==> src/rtl/dma_arb_pkg.sv <==
`timescale 1ns/1ps
package dma_arb_pkg;
    localparam int NCH = 4;
    localparam int CW  = $clog2(NCH);
    localparam int CFG_W = 5;

    typedef enum logic [1:0] {
        ST_IDLE = 2'd0,
        ST_WAIT = 2'd1,
        ST_OWN  = 2'd2
    } arb_state_e;

    typedef struct packed {
        logic       rel_each;  // bit 4: one transfer per channel per tenure
        logic       sticky;    // bit 3: owner keeps bus while requesting
        logic [2:0] mode;      // bits 2:0: priority mode
    } arb_cfg_t;

    localparam logic [2:0] MODE_RR = 3'b100;

    // channel at which the priority search starts
    function automatic logic [CW-1:0] search_start(input logic [2:0] mode,
                                                   input logic [CW-1:0] last);
        if (mode[2] == 1'b0)
            return CW'(mode[1:0]);
        else if (mode == MODE_RR)
            return last + CW'(1);
        else
            return '0;
    endfunction
endpackage

==> src/rtl/dma_arb_cfg_reg.sv <==
`timescale 1ns/1ps
module dma_arb_cfg_reg
    import dma_arb_pkg::*;
(
    input  logic       clk,
    input  logic       rst,
    input  logic       wr_en,
    input  logic [7:0] wdata,
    output arb_cfg_t   cfg,
    output logic [7:0] rdata
);
    arb_cfg_t cfg_q;

    always_ff @(posedge clk) begin
        if (rst)
            cfg_q <= '0;
        else if (wr_en)
            cfg_q <= arb_cfg_t'(wdata[CFG_W-1:0]);
    end

    assign cfg   = cfg_q;
    assign rdata = {{(8-CFG_W){1'b0}}, cfg_q};
endmodule

==> src/rtl/dma_arb_pick.sv <==
`timescale 1ns/1ps
module dma_arb_pick
    import dma_arb_pkg::*;
#(
    parameter int N  = NCH,
    parameter int IW = $clog2(N)
)(
    input  logic [N-1:0]  mask,
    input  logic [IW-1:0] start,
    output logic          found,
    output logic [IW-1:0] idx
);
    // search from start upward; lower offsets overwrite higher ones
    always_comb begin
        found = 1'b0;
        idx   = '0;
        for (int k = N - 1; k >= 0; k--) begin
            logic [IW-1:0] c;
            c = IW'((int'(start) + k) % N);
            if (mask[c]) begin
                found = 1'b1;
                idx   = c;
            end
        end
    end
endmodule

==> src/rtl/dma_bus_arbiter.sv <==
`timescale 1ns/1ps
module dma_bus_arbiter
    import dma_arb_pkg::*;
(
    input  logic           clk,
    input  logic           rst,
    input  logic [NCH-1:0] req,
    output logic [NCH-1:0] grant,
    input  logic           xfer_done,
    output logic           bus_req,
    input  logic           bus_ack,
    input  logic           reg_wr,
    input  logic [7:0]     reg_wdata,
    output logic [7:0]     reg_rdata
);
    arb_cfg_t       cfg;
    arb_state_e     state_q;
    logic [NCH-1:0] grant_q;
    logic [NCH-1:0] served_q;
    logic [CW-1:0]  last_q;

    logic [NCH-1:0] served_nx;
    logic [NCH-1:0] cand;
    logic [CW-1:0]  start;
    logic           win_found;
    logic [CW-1:0]  win_idx;
    logic           keep_owner;

    dma_arb_cfg_reg u_cfg (
        .clk   (clk),
        .rst   (rst),
        .wr_en (reg_wr),
        .wdata (reg_wdata),
        .cfg   (cfg),
        .rdata (reg_rdata)
    );

    assign served_nx  = served_q | grant_q;
    assign keep_owner = !cfg.rel_each && cfg.sticky && (|(req & grant_q));
    assign start      = search_start(cfg.mode, last_q);

    always_comb begin
        if (state_q == ST_OWN && cfg.rel_each)
            cand = req & ~served_nx;
        else
            cand = req;
    end

    dma_arb_pick #(.N(NCH)) u_pick (
        .mask  (cand),
        .start (start),
        .found (win_found),
        .idx   (win_idx)
    );

    always_ff @(posedge clk) begin
        if (rst) begin
            state_q  <= ST_IDLE;
            grant_q  <= '0;
            served_q <= '0;
            last_q   <= CW'(NCH - 1);
        end else begin
            unique case (state_q)
                ST_IDLE: begin
                    if (|req) state_q <= ST_WAIT;
                end
                ST_WAIT: begin
                    if (bus_ack) begin
                        if (win_found) begin
                            grant_q <= NCH'(1) << win_idx;
                            last_q  <= win_idx;
                            state_q <= ST_OWN;
                        end else begin
                            state_q <= ST_IDLE;
                        end
                    end
                end
                ST_OWN: begin
                    if (xfer_done) begin
                        served_q <= served_nx;
                        if (keep_owner) begin
                            grant_q <= grant_q;
                        end else if (win_found) begin
                            grant_q <= NCH'(1) << win_idx;
                            last_q  <= win_idx;
                        end else begin
                            grant_q  <= '0;
                            served_q <= '0;
                            state_q  <= ST_IDLE;
                        end
                    end
                end
                default: state_q <= ST_IDLE;
            endcase
        end
    end

    assign grant   = grant_q;
    assign bus_req = (state_q != ST_IDLE);
endmodule

==> config.mk <==
export PLATFORM = sky130hd
export DESIGN_NAME = dma_bus_arbiter
export DESIGN_NICKNAME = d
export VERILOG_FILES = /design/src/rtl/dma_arb_pkg.sv /design/src/rtl/dma_arb_cfg_reg.sv /design/src/rtl/dma_arb_pick.sv /design/src/rtl/dma_bus_arbiter.sv
export SDC_FILE = /design/constraint.sdc
export NUM_CORES = 1
export LEC_CHECK = 0
export ABC_CLOCK_PERIOD_IN_PS = 3980
export BUFFER_PORTS_ARGS = -buffer_cell sky130_fd_sc_hd__buf_2
export CAP_MARGIN = 10
export CORE_MARGIN = 4
export CORE_UTILIZATION = 45
export CTS_CLUSTER_DIAMETER = 40
export DETAILED_ROUTE_END_ITERATION = 8
export GPL_TIMING_DRIVEN = 0
export PLACE_DENSITY = 0.78
export SYNTH_ARGS = -nofsm -noshare
export SYNTH_HDL_FRONTEND = slang
export SYNTH_SLANG_ARGS = --single-unit
==> constraint.sdc <==
create_clock -name clk -period 3.98 [get_ports clk]
set_input_delay 0.597 -clock clk [delete_from_list [all_inputs] [get_ports clk]]
set_output_delay 0.597 -clock clk [all_outputs]
set_load 0.05 [all_outputs]
# Word-level counts from Yosys, hierarchy flattened

Cells that the tools add are included.

Add/sub/neg operators: 4
Multiply operators: 0
Div/mod/pow operators: 0
Order comparisons: 4
Equal/unequal tests: 9
Shifts and indexed selects: 1
Multiplexer cells: 39
Bitwise gates (word level): 4
Reduce and logical (&&, ||, !) cells: 13

Operator list:

| kind                                                        | count |
|---|---|
| 2-to-1 mux 2 bit                                            | 16 |
| 2-to-1 mux 4 bit                                            | 8 |
| less-than comparator 2 x 3 -> 1 bit (second input constant) | 4 |
| inequality test 2 bit (second input constant)               | 5 |
| AND reduction 5 bit                                         | 2 |
| AND 4 bit                                                   | 2 |
| binary-select mux 1 bit (select 2 bit)                      | 4 |
| 2-to-1 mux 1 bit                                            | 8 |
| one-hot mux 4 bit (2 select lines)                          | 1 |
| OR reduction 4 bit                                          | 2 |
| one-hot mux 2 bit (3 select lines)                          | 1 |
| adder 2 x 1 -> 2 bit (second input constant)                | 2 |
| adder 2 bit (second input constant)                         | 2 |
| NOT 4 bit                                                   | 1 |
| OR 4 bit                                                    | 1 |
| one-hot mux 2 bit (2 select lines)                          | 1 |
| AND reduction 4 bit                                         | 1 |
| nonzero test 2 bit                                          | 2 |
| << shifter 1 x 2 -> 4 bit (first input constant)            | 1 |
| == test 3 bit (second input constant)                       | 1 |
| logical AND 1 bit                                           | 3 |
| == test 2 x 1 -> 1 bit (second input constant)              | 1 |
| == test 2 bit (second input constant)                       | 1 |
| logical NOT 2 bit                                           | 1 |
| 3 further kinds                                             | 3 |

Flip-flop bits (word level): 17
Latch bits: 0
RAM bits: 0
ROM bits: 0
Input bits: 17
Output and inout bits: 13
Word-level logic and storage cells: 81
Memories: 0

# Logic depth before layout (Yosys ltp)

Gate-level depths: netlist of the first run.

Word-level depth: 15
Mapped depth: 6
Mapped depth without buffers: 6

# By module

A second synthesis of the first run with hierarchy kept.

Cell total of the unflattened synthesis: 116
Area total of the unflattened synthesis: 980.9 um2

By module, submodules not included:

| module          | instances | cells an instance | area each (um2) | sequential area each (um2) |
|---|---|---|---|---|
| dma_bus_arbiter | 1         | 78                | 659.4           | 240.2 |
| dma_arb_cfg_reg | 1         | 25                | 244.0           | 100.1 |
| dma_arb_pick    | 1         | 13                | 77.6            | 0.0 |

# Worst setup path after synthesis of the first run

Ideal clock, no wire load.

Kind: register to register
Start point: register u_cfg.cfg_q, in the netlist u_cfg.cfg[1]
End point: register grant_q[0], in the netlist grant[0]
Library setup time: 0.092 ns
Data arrival time: 2.033 ns
Data required time: 3.888 ns
Path slack: 1.855 ns
Cell stages (with the launch flop): 7
Buffers on the path: 0
Clock period less this slack: 2.125 ns
Cells stage by stage: dfxtp_1 > nor2b_2 > a31oi_2 > and3_1 > o31ai_4 > or4b_1 > o32ai_1

Longest elaborated chain between the ends: 15
Elaborated cells between the ends (all ways): 31
Classes of those cells: 3 x add/sub; 2 x eq/ne; 1 x shift; 24 x mux; 1 x reduce/logical

Ends and longest elaborated chain:

| what                                   | RTL line                                     | RTL |
|---|---|---|
| start, declared                        | dma_arb_cfg_reg.sv:12                        | `arb_cfg_t cfg_q;` |
| start signal, assigned                 | dma_arb_cfg_reg.sv:18                        | `cfg_q <= arb_cfg_t'(wdata[CFG_W-1:0]);` |
| == test 3 bit                          | dma_arb_pkg.sv:26                            | `else if (mode == MODE_RR)` |
| 2-to-1 mux 2 bit                       | dma_arb_pkg.sv:26                            |  |
| 2-to-1 mux 2 bit (*)                   | dma_arb_pkg.sv:24                            | `if (mode[2] == 1'b0)` |
| adder 2 bit                            | dma_arb_pick.sv:19                           | `c = IW'((int'(start) + k) % N);` |
| binary-select mux 1 bit (select 2 bit) | dma_arb_pick.sv:20                           | `if (mask[c]) begin` |
| 2-to-1 mux 1 bit (not written as such) | dma_arb_pick.sv:20                           |  |
| 2-to-1 mux 2 bit (4 in series)         | dma_arb_pick.sv:20                           |  |
| << shifter 1 x 2 -> 4 bit              | dma_bus_arbiter.sv:70, dma_bus_arbiter.sv:84 |  |
| 2-to-1 mux 4 bit                       | dma_bus_arbiter.sv:83                        | `end else if (win_found) begin` |
| 2-to-1 mux 4 bit                       | dma_bus_arbiter.sv:81                        | `if (keep_owner) begin` |
| 2-to-1 mux 4 bit                       | dma_bus_arbiter.sv:79                        | `if (xfer_done) begin` |
| one-hot mux 4 bit (2 select lines)     | dma_bus_arbiter.sv:63                        | `unique case (state_q)` |
| end signal, assigned                   | dma_bus_arbiter.sv:70                        | `grant_q <= NCH'(1) << win_idx;` |
| end signal, assigned                   | dma_bus_arbiter.sv:82                        | `grant_q <= grant_q;` |
| end signal, assigned                   | dma_bus_arbiter.sv:84                        | `grant_q <= NCH'(1) << win_idx;` |
| end, declared                          | dma_bus_arbiter.sv:18                        | `logic [NCH-1:0] grant_q;` |

Every way passes the cells marked *; elsewhere a longest branch is shown, timed or not. The select of a mux whose other input is x is not followed.
A chain may end at the register's enable or synchronous reset.

# Final worst setup path of the first run

Start point: register state_q[0]
End point: register grant_q[2], in the netlist grant[2]

Longest elaborated chain between the ends: 14
Elaborated cells between the ends (all ways): 33
Classes of those cells: 6 x eq/ne; 1 x shift; 23 x mux; 3 x reduce/logical

Ends and longest elaborated chain:

| what                                   | RTL line                                     | RTL |
|---|---|---|
| start, declared                        | dma_bus_arbiter.sv:17                        | `arb_state_e state_q;` |
| start signal, assigned                 | dma_bus_arbiter.sv:58                        | `state_q <= ST_IDLE;` |
| start signal, assigned                 | dma_bus_arbiter.sv:65                        | `if (\|req) state_q <= ST_WAIT;` |
| start signal, assigned                 | dma_bus_arbiter.sv:72                        | `state_q <= ST_OWN;` |
| == test 2 bit                          | dma_bus_arbiter.sv:43, dma_bus_arbiter.sv:63 |  |
| logical AND 1 bit                      | dma_bus_arbiter.sv:43                        | `if (state_q == ST_OWN && cfg.rel_each)` |
| 2-to-1 mux 4 bit                       | dma_bus_arbiter.sv:43                        |  |
| binary-select mux 1 bit (select 2 bit) | dma_arb_pick.sv:20                           |  |
| 2-to-1 mux 1 bit (not written as such) | dma_arb_pick.sv:20                           |  |
| 2-to-1 mux 2 bit (4 in series)         | dma_arb_pick.sv:20                           |  |
| << shifter 1 x 2 -> 4 bit              | dma_bus_arbiter.sv:70, dma_bus_arbiter.sv:84 |  |
| 2-to-1 mux 4 bit                       | dma_bus_arbiter.sv:83                        |  |
| 2-to-1 mux 4 bit                       | dma_bus_arbiter.sv:81                        |  |
| 2-to-1 mux 4 bit                       | dma_bus_arbiter.sv:79                        |  |
| one-hot mux 4 bit (2 select lines)     | dma_bus_arbiter.sv:63                        |  |

Parallel ways exist; a longest one is shown, timed or not. The select of a mux whose other input is x is not followed.

==> metrics.md, run 1 <==
| Metric | Value |
|---|---|
| Seq/Total Area, Yosys | `roughly a third` |
| Final WL | `~2200 um` |
| Final #Nets | `between 150 and 200` |
| Cell taking the most area after synthesis | `dfxtp_1` |
| F_max | `approximately 480 MHz` |
| Bufs on Longest Clock Path | `2` |
| Synth Flop Type | `dfxtp_1` |
| Vias in the first global route | `slightly above 800` |
| Total GRT Usage | `between 15 and 20%` |
| Slew at the pin closest to its max-slew limit | `0.661 ns` |
| Die Span Y | `about 55 um` |
| Final setup viols | `0` |
| Critical Path Source Type | `register` |
| LEAKAGE | `around 0.52 nW` |
| Total clock sinks | `17` |
| Number of synthesis warnings | `0` |
| DRT Pass-1 Iters | `4` |
| HPWL after DPL | `1770 um` |
| Max_cap viols | `0` |
| Grt total ovfl | `0` |
| Global-route wire length before repair | `3510 um` |
| Avg Cell Area, Syn | `8.55 um2` |
| Post-CTS Setup Inserts | `0` |
| Setup CP Type | `register to register` |
| Mapped Cells | `between 100 and 150` |
| Flop pwr share | `between 40% and 50%` |
| Power share of the combinational group | `between 30% and 40%` |
| Die area | `between 2000 and 3000 um2` |
| Worst-path clk slew | `0.10 ns` |
| Final hold viol count | `0` |
| Core Area | `~2000 um2` |
| Worst path required time | `4.12 ns` |
| Post-route DRC | `0` |
| Seq cells post-synth | `17` |
| Worst hold-check path type | `register to register` |
| Largest net degree at the start of global routing | `11` |
| WL/cell | `about 13 um` |
| First-iteration detailed-routing DRC count | `11` |
| CTS tree | `built` |
| Flop2flop setup slack | `1.89 ns` |
| Die boundary width | `54.8 um` |
| Buffers on Ports | `22` |
| Remaining antenna violation count after routing | `0` |
| Clock Power Share | `21.6%` |
| Switching share of power | `around 37%` |
| Crit path max fanout | `7` |
| # hold bufs at CTS | `0` |
| Clk_lat worst skew | `between 0.2 and 0.3 ns` |
| Max Slew Vio Count | `0` |
| Synth top cells by count | `nor2_1, dfxtp_1, inv_1` |
| Number of diodes | `0` |
| Clock skew | `between 0.002 and 0.0025 ns` |
| Clock root buffer | `clkbuf_4` |
| Run status | `complete, no violations` |
| Final period util | `between 50 and 60%` |
| Post-cts resize count | `0` |
| Synth area leaders | `dfxtp_1, nor2_1, mux2i_1` |
| Pint | `about 0.27 mW` |
| Starting density of the core | `approximately 49%` |
| Share of layout cells above drive strength 1 | `between 20% and 30%` |
| Synth Cell Area | `983 um2` |
| VDD IR max | `185 uV` |
| RSZ-0062 raised after global routing | `no` |
| Distinct cells, synth | `46` |
| Number of synthesized flops with an enable pin | `0` |
| Crit path arrival time | `about 2.2 ns` |
| PD cells | `368 nW/um2` |
| Ys async rst share | `0%` |
| Total number of vias | `about 930` |
| Net switching power | `0.157 mW` |
| TritonCTS buffer count | `3` |
| Tot Pwr | `0.427 mW` |
| Cell with the most instances after synthesis | `nor2_1` |
| H-tree levels | `1` |
| Cell Rows | `16` |
| Routability cong. | `approximately 0.9` |
| Top Ports | `30` |
| Drt via density | `roughly 5.5` |
| Setup TNS | `0 ns` |
| P&R area growth vs syn | `18.1%` |
| Share of the synthesized area in the top cell type | `between 30% and 40%` |
| Slew margin rel. | `~55%` |
| Nature of the critical path endpoint | `register` |
| Fin crit period | `around 2.1 ns` |
| Initial antenna violation count | `0` |
==> logic make-up after synthesis <==
group / synth area share [%]
AO/OA/AOI/OAI: 25.6
XOR/XNOR: 0.891
buffers and inverters: 7.00
flip-flops: 34.6
multiplexers: 5.09
other: 0.381
AND/OR/NAND/NOR: 26.5
==> metal layers <==
| layer | share of wire, % | GRT usage (%) | up-vias | wire (um) |
|---|---|---|---|---|
| li1 | - | - | 468 | - |
| met1 | 45 | 20.1 | 437 | 998 |
| met2 | 49 | 27.0 | 22 | 1100 |
| met3 | 5.0 | 2.45 | 4 | 112 |
| met4 | 0.98 | 6.22 | 0 | 22 |
| met5 | 0 | 0 | - | 0 |
==> registers in the layout (all words and copies together) (netlist names) <==
signal,flops
state_q,2
served_q,4
last_q,2
u_cfg.cfg,5
grant,4
==> cells in the final DEF (no fill, tap or decap), drive strengths merged, types with 2 or more instances in the layout <==
master | Yosys | final
a21o | 2 | 2
buf | 4 | 26
a31oi | 5 | 5
or2b | 2 | 2
nand2 | 4 | 4
o32ai | 4 | 4
and2 | 2 | 2
or2 | 2 | 2
conb | 1 | 3
mux2i | 5 | 5
nor3 | 3 | 3
inv | 9 | 9
dfxtp | 17 | 17
nor2b | 5 | 5
a2111oi | 2 | 2
nor2 | 18 | 18
a22oi | 2 | 2
o21ai | 6 | 6
a21oi | 3 | 3
clkbuf | 2 | 6
or4 | 2 | 2
==> worst paths after layout <==
check,end,from,cells after the start
worst max-delay path,grant[2],state_q[0],6
worst min-delay path,served_q[3],served_q[3],2
worst max register to register,grant[2],state_q[0],6
worst min register to register,served_q[3],served_q[3],2
==> final cells by class <==
cell class                 count  area [um2]
buffer                         6        35.0
multi-input combinational     85         582
clock buffer                   4        26.3
inverter                       9        33.8
timing repair buffer          22         110
sequential                    17         340
fill                         190         861
tap                           27        33.8
==> through the flow <==
step,worst slack [ns],cells,hold slack (ns),utilization (%),area [um2]
floorplan,1.86,117,0.437,-,991
global placement,1.77,166,0.452,56.1,1130
detailed placement,1.75,166,0.460,56.1,1130
CTS,1.90,170,0.485,57.4,1160
global route,1.67,170,0.504,57.4,1160
finish,1.89,170,0.488,57.4,1160
==> power groups by stage <==
stage	Clock [mW]	Sequential [mW]	Combinational, mW
after floorplan	0	0.223	0.0837
after global placement	0	0.204	0.131
after detailed placement	0	0.204	0.134
after CTS	0.0956	0.200	0.135
after global routing	0.103	0.203	0.146
final	0.0922	0.200	0.135
==> critical path, stage by stage (launching register included) <==
cell       delay [ns]
dfxtp_1          0.42
nand3b_4         0.19
o21ai_1          0.15
nor3_1           0.27
nor2_1           0.11
a2111oi_0        0.60
o32ai_1          0.20
Power figures use the tool's default switching activity.
==> inputs of run 2 (changes only) <==
--- a/config.mk
+++ b/config.mk
@@ -5,7 +5,7 @@
 export SDC_FILE = /design/constraint.sdc
 export NUM_CORES = 1
 export LEC_CHECK = 0
-export ABC_CLOCK_PERIOD_IN_PS = 3980
+export ABC_CLOCK_PERIOD_IN_PS = 2000
 export BUFFER_PORTS_ARGS = -buffer_cell sky130_fd_sc_hd__buf_2
 export CAP_MARGIN = 10
 export CORE_MARGIN = 4
==> constraint.sdc (replaced) <==
create_clock -name clk -period 2 [get_ports clk]
set_input_delay 0.3 -clock clk [delete_from_list [all_inputs] [get_ports clk]]
set_output_delay 0.3 -clock clk [all_outputs]
set_load 0.05 [all_outputs]
==> metrics.md, run 2 (synthesis results as in run 1) <==
| Metric | Value |
|---|---|
| Final Util | `60.3% (+2.8 points)` |
| Share of layout cells above drive strength 1 | `37.8% (+9.1 points)` |
| Flop2flop setup slack | `0.11 ns (-1.78 ns)` |
| F_max | `530 MHz (+11%)` |
| Number of diodes | `0 (unchanged)` |
| Vias in the first global route | `866 (+5.4%)` |
| Global-route wire length before repair | `3620 um (+3.1%)` |
| Total GRT Usage | `16.7% (+0.74 points)` |
| Clock skew | `0.00670 ns (+0.00424 ns)` |
| PD cells | `726 nW/um2 (+98%)` |
| Final WL | `2340 um (+4.4%)` |
| Die Span Y | `54.8 um (unchanged)` |
| Worst hold-check path type | `input pin to register` |
| Max_cap viols | `0 (unchanged)` |
| Max Slew Vio Count | `0 (unchanged)` |
| Fill cell count | `178 (-6.3%)` |
| Critical R2R Launch | `state_q[0]` |
| Remaining antenna violation count after routing | `0 (unchanged)` |
| HPWL after DPL | `1830 um (+3.4%)` |
| CP Cell Sequence | `nand3b_4 > o21ai_1 > and2_4 > o31ai_4 > or4_1 > o32ai_1` |
| Cells after DPL | `166 (unchanged)` |
| Worst reg2reg path depth | `6 (unchanged)` |
| Starting density of the core | `48.6% (unchanged)` |
| Crit path arrival time | `2.09 ns (-0.14 ns)` |
| Drt via density | `5.64 (+2.9%)` |
| Core Area | `2020 um2 (unchanged)` |
| Final #Nets | `161 (unchanged)` |
| Max reg flops | `5 (unchanged)` |
| Critical Path Source Type | `register` |
| # hold bufs at CTS | `0 (unchanged)` |
| Fin cells | `170 (unchanged)` |
| Buffers on Ports | `22 (unchanged)` |
| Die area | `3000 um2 (unchanged)` |
| Grt total ovfl | `0 (unchanged)` |
| RSZ-0062 raised after global routing | `no` |
| Worst-path clk slew | `0.11 ns (about the same)` |
| Crit path max fanout | `7 (unchanged)` |
| Largest net degree at the start of global routing | `11 (unchanged)` |
| First-iteration detailed-routing DRC count | `17 (+6)` |
| TritonCTS buffer count | `3 (unchanged)` |
| Bufs on Longest Clock Path | `2 (unchanged)` |
| Total clock sinks | `17 (unchanged)` |
| Setup TNS | `0 ns (unchanged)` |
| Hold Crit Start | `bus_ack` |
| Post-CTS Setup Inserts | `0 (unchanged)` |
| Crit path largest cell delay | `0.51 ns (-0.09 ns)` |
| Routability cong. | `0.844 (-4.2%)` |
| Clk_lat worst skew | `0.29 ns (about the same)` |
| Run status | `complete, no violations` |
| WL/cell | `13.7 um (+4.4%)` |
| Final period util | `94.3% (+42 points)` |
| Total number of vias | `958 (+2.9%)` |
| Worst path required time | `2.20 ns (-1.92 ns)` |
| Setup CP Type | `register to register` |
| Most common cell after layout, fill and taps aside | `buf_2` |
| Top Ports | `30 (unchanged)` |
| Fin crit period | `1.89 ns (-0.204 ns)` |
| Worst Hold Endpoint | `state_q[0]` |
| DRT Pass-1 Iters | `4 (unchanged)` |
| Crit Reg-Reg Endpoint | `grant[2]` |
| P&R area growth vs syn | `23.9%` |
| Post-route DRC | `0 (unchanged)` |
| WHS Path Cells | `2 (unchanged)` |
| LEAKAGE | `0.532 nW (+2.1%)` |
| Nature of the critical path endpoint | `register` |
| Clock root buffer | `clkbuf_4` |
| CTS tree | `built` |
| Final hold viol count | `0 (unchanged)` |
| H-tree levels | `1 (unchanged)` |
| Die boundary width | `54.8 um (unchanged)` |
| Crit-path slowest cell | `or4_1` |
| Most frequent cells in the layout | `buf_2, nor2_1, inv_1, dfxtp_1, dfxtp_2` |
| Cell Rows | `16 (unchanged)` |
| Final setup viols | `0 (unchanged)` |
| Initial antenna violation count | `0 (unchanged)` |
| VDD IR max | `352 uV (+90%)` |
## run 2: layout make-up
type	instances	area (um2)	area share (%)
buffer	6	35.0	2.87
clock buffer	4	26.3	2.16
inverter	9	33.8	2.77
multi-input combinational	85	627	51.4
sequential	17	353	29.0
tap	27	33.8	2.77
timing repair buffer	22	110	9.03
## run 2: timing repair
| item | CTS | global route |
|---|---|---|
| gates resized for setup | 1 | 13 |
| setup endpoints to repair | 2 | 9 |
| pin swaps | 0 | 1 |
## run 2: how the worst max path moves through the flow
stage,cells past startpoint,start,endpoint,slack [ns]
2_1_floorplan,6,grant[3],grant[0],0.05
3_3_place_gp,6,state_q[1],grant[2],-0.09
3_5_place_dp,6,state_q[0],grant[2],-0.12
4_1_cts,6,state_q[0],grant[2],0.003
5_1_grt,6,state_q[0],grant[1],0.05
6_report,6,state_q[0],grant[2],0.11
## run 2: power breakdown
group | internal [mW] | switching (mW)
Sequential | 0.368 | 0.0379
Combinational | 0.104 | 0.182
Clock | 0.0775 | 0.116
## run 2: routing by layer
metal	GRT usage [%]	wire length, um	up-vias
met3	3.27	131	4
met1	20.1	987	452
met5	0	0	-
met4	6.22	27	0
li1	-	-	473
met2	28.9	1190	29
## run 2: per-stage QoR
stage          worst slack [ns]  cell area, um2  total power, mW  hold WS [ns]
6_report                  0.115            1220            0.885         0.200
5_1_grt                  0.0502            1220            0.930         0.200
4_1_cts                 0.00296            1170            0.866         0.208
3_5_place_dp             -0.117            1140            0.677         0.455
3_3_place_gp            -0.0886            1140            0.667         0.448
2_1_floorplan            0.0498             996            0.610         0.391
## run 2: worst max-delay path: cells and delay by family, from the launching register on
family | cells | cell delay (ns)
and+or+nand+nor | 3 | 0.91
DFF | 1 | 0.38
AOI/OAI and AO/OA | 3 | 0.50
